## config.mk

```make
export PLATFORM = sky130hd
export DESIGN_NAME = prg_xlat
export DESIGN_NICKNAME = d
export VERILOG_FILES = /design/src/rtl/prg_xlat_pkg.sv /design/src/rtl/prg_rst_sync.sv /design/src/rtl/prg_cfg_regs.sv /design/src/rtl/prg_bank_sel.sv /design/src/rtl/prg_cs_dec.sv /design/src/rtl/prg_xlat.sv
export SDC_FILE = /design/constraint.sdc
export NUM_CORES = 1
export LEC_CHECK = 0
export BUFFER_PORTS_ARGS = -buffer_cell sky130_fd_sc_hd__buf_2
export CAP_MARGIN = 10
export CORE_MARGIN = 2
export CORE_UTILIZATION = 30
export CTS_CLUSTER_SIZE = 40
export DETAILED_ROUTE_END_ITERATION = 7
export PLACE_DENSITY = 0.47
export SLEW_MARGIN = 25
export SYNTH_ARGS = -nofsm -noshare
export SYNTH_HDL_FRONTEND = slang
export SYNTH_SLANG_ARGS = --single-unit
export TNS_END_PERCENT = 50
```

## constraint.sdc

```tcl
create_clock -name clk -period 2.9 [get_ports clk]
set_clock_uncertainty 0.1 [all_clocks]
set_input_delay 0.145 -clock clk [delete_from_list [all_inputs] [get_ports clk]]
set_output_delay 0.145 -clock clk [all_outputs]
set_load 0.1 [all_outputs]
```

## src/rtl/prg_xlat_pkg.sv

```systemverilog
package prg_xlat_pkg;

  typedef enum logic [1:0] {
    PM_32K     = 2'd0,
    PM_16K     = 2'd1,
    PM_8K      = 2'd2,
    PM_8K_REV  = 2'd3
  } prg_mode_e;

  typedef struct packed {
    logic            win_rom;
    logic            top_sw;
    prg_mode_e       mode;
    logic [1:0]      outer;
    logic [3:0][6:0] bank;
  } prg_cfg_t;

  function automatic logic [6:0] rev7(input logic [6:0] v);
    logic [6:0] r;
    for (int i = 0; i < 7; i++) begin
      r[i] = v[6-i];
    end
    return r;
  endfunction

endpackage

```

## src/rtl/prg_rst_sync.sv

```systemverilog
module prg_rst_sync #(
  parameter int STAGES = 2
) (
  input  logic clk,
  input  logic rst_n,
  output logic rst_core_n
);
  logic [STAGES-1:0] sync_q;
  logic [STAGES-1:0] sync_d;

  always_comb begin
    sync_d = {sync_q[STAGES-2:0], 1'b1};
  end

  always_ff @(posedge clk or negedge rst_n) begin
    if (!rst_n) sync_q <= '0;
    else        sync_q <= sync_d;
  end

  assign rst_core_n = sync_q[STAGES-1];
endmodule

```

## src/rtl/prg_cfg_regs.sv

```systemverilog
module prg_cfg_regs
  import prg_xlat_pkg::*;
(
  input  logic        clk,
  input  logic        rst_n,
  input  logic [15:0] cpu_addr,
  input  logic [7:0]  cpu_data,
  input  logic        cpu_wr,
  output prg_cfg_t    cfg
);
  localparam logic [15:0] DEC_MASK  = 16'hF803;
  localparam logic [15:0] BANK_BASE = 16'h8000;
  localparam logic [15:0] MODE_ADDR = 16'hD000;
  localparam logic [15:0] OUTR_ADDR = 16'hD003;

  logic [15:0] dec;
  logic        hit_bank, hit_mode, hit_outr, cfg_en;
  prg_cfg_t    cfg_d, cfg_q;
  logic        unused_bits;

  assign dec      = cpu_addr & DEC_MASK;
  assign hit_bank = (dec[15:2] == BANK_BASE[15:2]);
  assign hit_mode = (dec == MODE_ADDR);
  assign hit_outr = (dec == OUTR_ADDR);
  assign cfg_en   = cpu_wr && (hit_bank || hit_mode || hit_outr);
  assign unused_bits = ^{dec[10:2], cpu_data[6:3]};

  always_comb begin
    cfg_d = cfg_q;
    if (hit_bank) begin
      cfg_d.bank[dec[1:0]] = cpu_data[6:0];
    end
    if (hit_mode) begin
      cfg_d.win_rom = cpu_data[7];
      cfg_d.top_sw  = cpu_data[2];
      cfg_d.mode    = prg_mode_e'(cpu_data[1:0]);
    end
    if (hit_outr) begin
      cfg_d.outer = cpu_data[2:1];
    end
  end

  always_ff @(posedge clk or negedge rst_n) begin
    if (!rst_n)      cfg_q <= '0;
    else if (cfg_en) cfg_q <= cfg_d;
  end

  assign cfg = cfg_q;
endmodule

```

## src/rtl/prg_bank_sel.sv

```systemverilog
module prg_bank_sel
  import prg_xlat_pkg::*;
#(
  parameter int IB = 6
) (
  input  prg_cfg_t      cfg,
  input  logic [15:13]  addr_hi,
  output logic [IB-1:0] bank_o
);
  logic       win, fixed;
  logic [1:0] slot;
  logic [6:0] pick, raw;

  assign win   = (addr_hi == 3'b011);
  assign slot  = addr_hi[14:13];
  assign fixed = !cfg.top_sw;

  always_comb begin
    pick = win ? cfg.bank[3] : cfg.bank[slot];
    if (cfg.mode == PM_8K_REV) pick = rev7(pick);
    unique case (cfg.mode)
      PM_32K: begin
        if (win)        raw = {cfg.bank[3][4:0], 2'b11};
        else if (fixed) raw = {5'h1F, slot};
        else            raw = {cfg.bank[3][4:0], slot};
      end
      PM_16K: begin
        if (win)           raw = {cfg.bank[3][5:0], 1'b1};
        else if (!slot[1]) raw = {cfg.bank[1][5:0], slot[0]};
        else if (fixed)    raw = {6'h3F, slot[0]};
        else               raw = {cfg.bank[3][5:0], slot[0]};
      end
      default: begin
        if (!win && slot == 2'd3 && fixed) raw = 7'h7F;
        else                               raw = pick;
      end
    endcase
  end

  assign bank_o = raw[IB-1:0];
endmodule

```

## src/rtl/prg_cs_dec.sv

```systemverilog
module prg_cs_dec (
  input  logic [15:13] addr_hi,
  input  logic         win_rom,
  output logic         rom_sel,
  output logic         wram_sel
);
  logic in_win;
  assign in_win   = (addr_hi == 3'b011);
  assign rom_sel  = addr_hi[15] || (in_win && win_rom);
  assign wram_sel = in_win && !win_rom;
endmodule

```

## src/rtl/prg_xlat.sv

```systemverilog
module prg_xlat
  import prg_xlat_pkg::*;
#(
  parameter int OUTER_KB = 512
) (
  input  logic        clk,
  input  logic        rst_n,
  input  logic [15:0] cpu_addr,
  input  logic [7:0]  cpu_data,
  input  logic        cpu_wr,
  output logic [20:0] prg_addr,
  output logic        rom_sel,
  output logic        wram_sel
);
  localparam int IB     = (OUTER_KB == 128) ? 4 : (OUTER_KB == 256) ? 5 : 6;
  localparam int BANK_W = 6;

  logic          rst_core_n;
  prg_cfg_t      cfg;
  logic [IB-1:0] bank;
  logic [BANK_W-1:0] bank_field;

  prg_rst_sync #(.STAGES(2)) u_rst (
    .clk(clk), .rst_n(rst_n), .rst_core_n(rst_core_n)
  );

  prg_cfg_regs u_regs (
    .clk(clk), .rst_n(rst_core_n), .cpu_addr(cpu_addr),
    .cpu_data(cpu_data), .cpu_wr(cpu_wr), .cfg(cfg)
  );

  prg_bank_sel #(.IB(IB)) u_bank (
    .cfg(cfg), .addr_hi(cpu_addr[15:13]), .bank_o(bank)
  );

  prg_cs_dec u_cs (
    .addr_hi(cpu_addr[15:13]), .win_rom(cfg.win_rom),
    .rom_sel(rom_sel), .wram_sel(wram_sel)
  );

  generate
    if (IB < BANK_W) begin : g_pad
      assign bank_field = {{(BANK_W-IB){1'b0}}, bank};
    end else begin : g_full
      assign bank_field = bank;
    end
  endgenerate

  assign prg_addr = {cfg.outer, bank_field, cpu_addr[12:0]};
endmodule

```

==> results.cfg <==
[status]
run_status = completed

[yosys]
postSynthCellCount = 157
syn_nets = 184
ys_async_sr_fraction_pct = 100.0
synth.avg_cell_area_um2 = 12.66
synth-edff-count = 0
ys_types = 43
synth_top_flop_cell = dfrtp_1
syn-cell-area_um2 = 1987
ys_warn_count = 0
ys_seq_elements = 36
yosysSeqAreaShare_pct = 45.34

[clock_tree]
numClockSinks = 36
cts_resized = 0
cts-root-buf = clkbuf_8
htreeDepth = 2
cts_tree = done
insertion_delay_ps = 280
cts_inserted_buffers = 5
cts_buffer_depth = 2
clkTransAtPathRegs_ps = 70

[global_route]
grt_remaining_overflow = 0
grt_max_degree = 35
grt_pass1_vias = 1391
antenna_found_initial = 0
grt_use_total_pct = 13.04
grt_pass1_wl_um = 7279

[pwr]
p_sw_share_pct = 35.67
p_per_area_nw_per_um2 = 574.5
pwr-share-clk_pct = 26.9
p_leak_uw = 0.001029
power.switching_uw = 451.0
internal_power_uw = 813.4
p_seq_share_pct = 45.5
combPwrFrac_pct = 27.6
ir_drop_v = 0.0002177

[placed_design]
place_area_um2 = 2106
dp_slack_ps = 508.7
io_buffers = 31
dp_cells = 246
place_congestion = 0.8872

[floorplan]
core_um2 = 6386
die_w_um = 85.38
die_h_um = 85.38
ios = 50
num_rows = 29
initial_core_util_pct = 31.11
dieArea_um2 = 7290

[sta]
fin_crit_ps = 2674
finalCritPeriodShare_pct = 92.22
setup_ws_ps = 225.6
clock.fmax_ghz = 0.3739
tightest_slew_ps = 570.7
rsz0062_at_grt = false
hold_violations = 0
setup_viol = 0
slew_headroom_pct = 61.55
slew_viol_final = 0

[setup_path]
crit_path_max_incr_delay_ps = 630
cpMaxStageDelayCell = dfrtp_1
path_depth = 5
worst-path-buf-inv = 1
crit_arrival_ps = 2430
r2r-end = u_regs.cfg[31]
startpoint = u_regs.cfg[31]
cp-end-kind = output pin
worstPathMaxFanout = 15
cp.required_ps = 2650
r2r_cells = 1
path_class = register to output pin
regToRegStartpoint = u_regs.cfg[31]
reg2reg_slack_ps = 1800
critPathLaunchType = register
path_cells = nor2b_1, a2111oi_2, a2111oi_0, a41oi_1, buf_2
crit_family = compound AO/OA/AOI/OAI gates

[layout]
stdcell_count = 255
antenna_cells = 0
final_area_um2 = 2201
final_util_pct = 34.46
drive_gt1_share_pct = 47.19
fin_nets = 204
syn_to_final_growth_pct = 10.77

[min_path]
min_to = u_regs.cfg[33]
min_path_cells = 2
hold_path.class = input port to register
hp-start = cpu_data[7]

[drt]
ant_nets = 0
drtIter0Drc = 89
wl_per_cell_um = 17.60
dr.pass1.iters = 4
vias = 1346
drt-total-wl_um = 4487
via_per_inst = 5.278
drc = 0

[job]
drv_cap = 0
-- per-layer routing --
layer  part of all wire (%)  up-vias  track usage (%)  routed length (µm)
met3                    5.8        7            4.086                 262
met5                      0        -                0                   0
met2                     49       36            21.09                2190
met4                    1.9        0            4.906                  85
li1                       -      620                -                   -
met1                     43      683            16.37                1948
-- power by group through the flow --
stage,combinational (µW),sequential [µW],clock [µW]
after floorplan,353,576,0
after global placement,346,585,0
after detailed placement,350,585,0
after CTS,351,576,356
after global routing,369,581,379
final,349,575,340
-- metrics by stage --
stage / setup TNS (ps) / hold slack, ps / power [µW]
after floorplan: -301.3 / -250.6 / 928.7
after global placement: 0 / -169.9 / 930.7
after detailed placement: 0 / -167.1 / 934.9
after CTS: 0 / 0.6879 / 1283
after global routing: 0 / 3.567 / 1329
final: 0 / 6.981 / 1264
-- synthesized netlist by cell type (2+ instances only) --
cell type	number	share of area [%]
a21oi_1	3	0.76
buf_4	15	5.7
clkbuf_1	3	0.57
dfrtp_1	36	45
inv_1	2	0.38
mux2_2	35	20
mux2i_1	4	2.0
mux4_2	5	5.7
nand2_1	6	1.1
nand3_1	2	0.50
nand3b_1	2	0.76
nor2_1	4	0.76
nor2b_1	5	1.6
nor3_2	2	1.0
o21ai_0	4	1.0
o221ai_1	2	0.88
-- cells in the final DEF (no fill, tap or decap), types with 2 or more instances in the layout --
| cell type | synthesis | layout |
|---|---|---|
| nor2b_1 | 5 | 5 |
| inv_1 | 2 | 2 |
| clkbuf_1 | 3 | 2 |
| o21ai_0 | 4 | 3 |
| nand2_1 | 6 | 6 |
| dfrtp_1 | 36 | 36 |
| nor3_2 | 2 | 2 |
| nand3b_1 | 2 | 2 |
| mux2i_1 | 4 | 4 |
| mux4_2 | 5 | 5 |
| o221ai_1 | 2 | 2 |
| buf_2 | 1 | 31 |
| mux2_2 | 35 | 35 |
| nand3_1 | 2 | 2 |
| clkbuf_8 | 0 | 5 |
| a21oi_1 | 3 | 3 |
| nor2_1 | 4 | 4 |
-- cell families (layout without fill, tap and decap cells) --
family          count (synthesis)  count (layout)  share of synthesized area [%]
compound gates                 25              25                          9.951
buf+inv                        22              43                          7.431
flops                          36              36                          45.34
mux                            45              45                          28.84
other cells                     1               1                         0.1887
simple gates                   28              28                          8.250
-- area by class of cell --
class	instances	area (µm²)
fill	642	4185
multi-input combinational	99	938.4
sequential	36	900.9
timing repair buffer	33	172.7
tap	77	96.34
clock buffer	7	76.32
clock inverter	1	8.758
inverter	2	7.507
-- how the worst max path moves through the flow --
stage	end	slack, ps
after global placement	prg_addr[17]	610
final	prg_addr[17]	230
after detailed placement	prg_addr[17]	510
after CTS	prg_addr[17]	250
after global routing	prg_addr[17]	50
after floorplan	prg_addr[17]	-160
-- state kept, by name, summed over array words and instances, names as in the netlist --
register / flops
u_regs.cfg: 34
u_rst.sync_q: 2
-- timing repair --
action                                 in CTS  in global routing
endpoints found under the hold margin       2                  0
setup buffers                               0                  0
hold buffers                                1                  0
(Power assumes the default switching activity.)
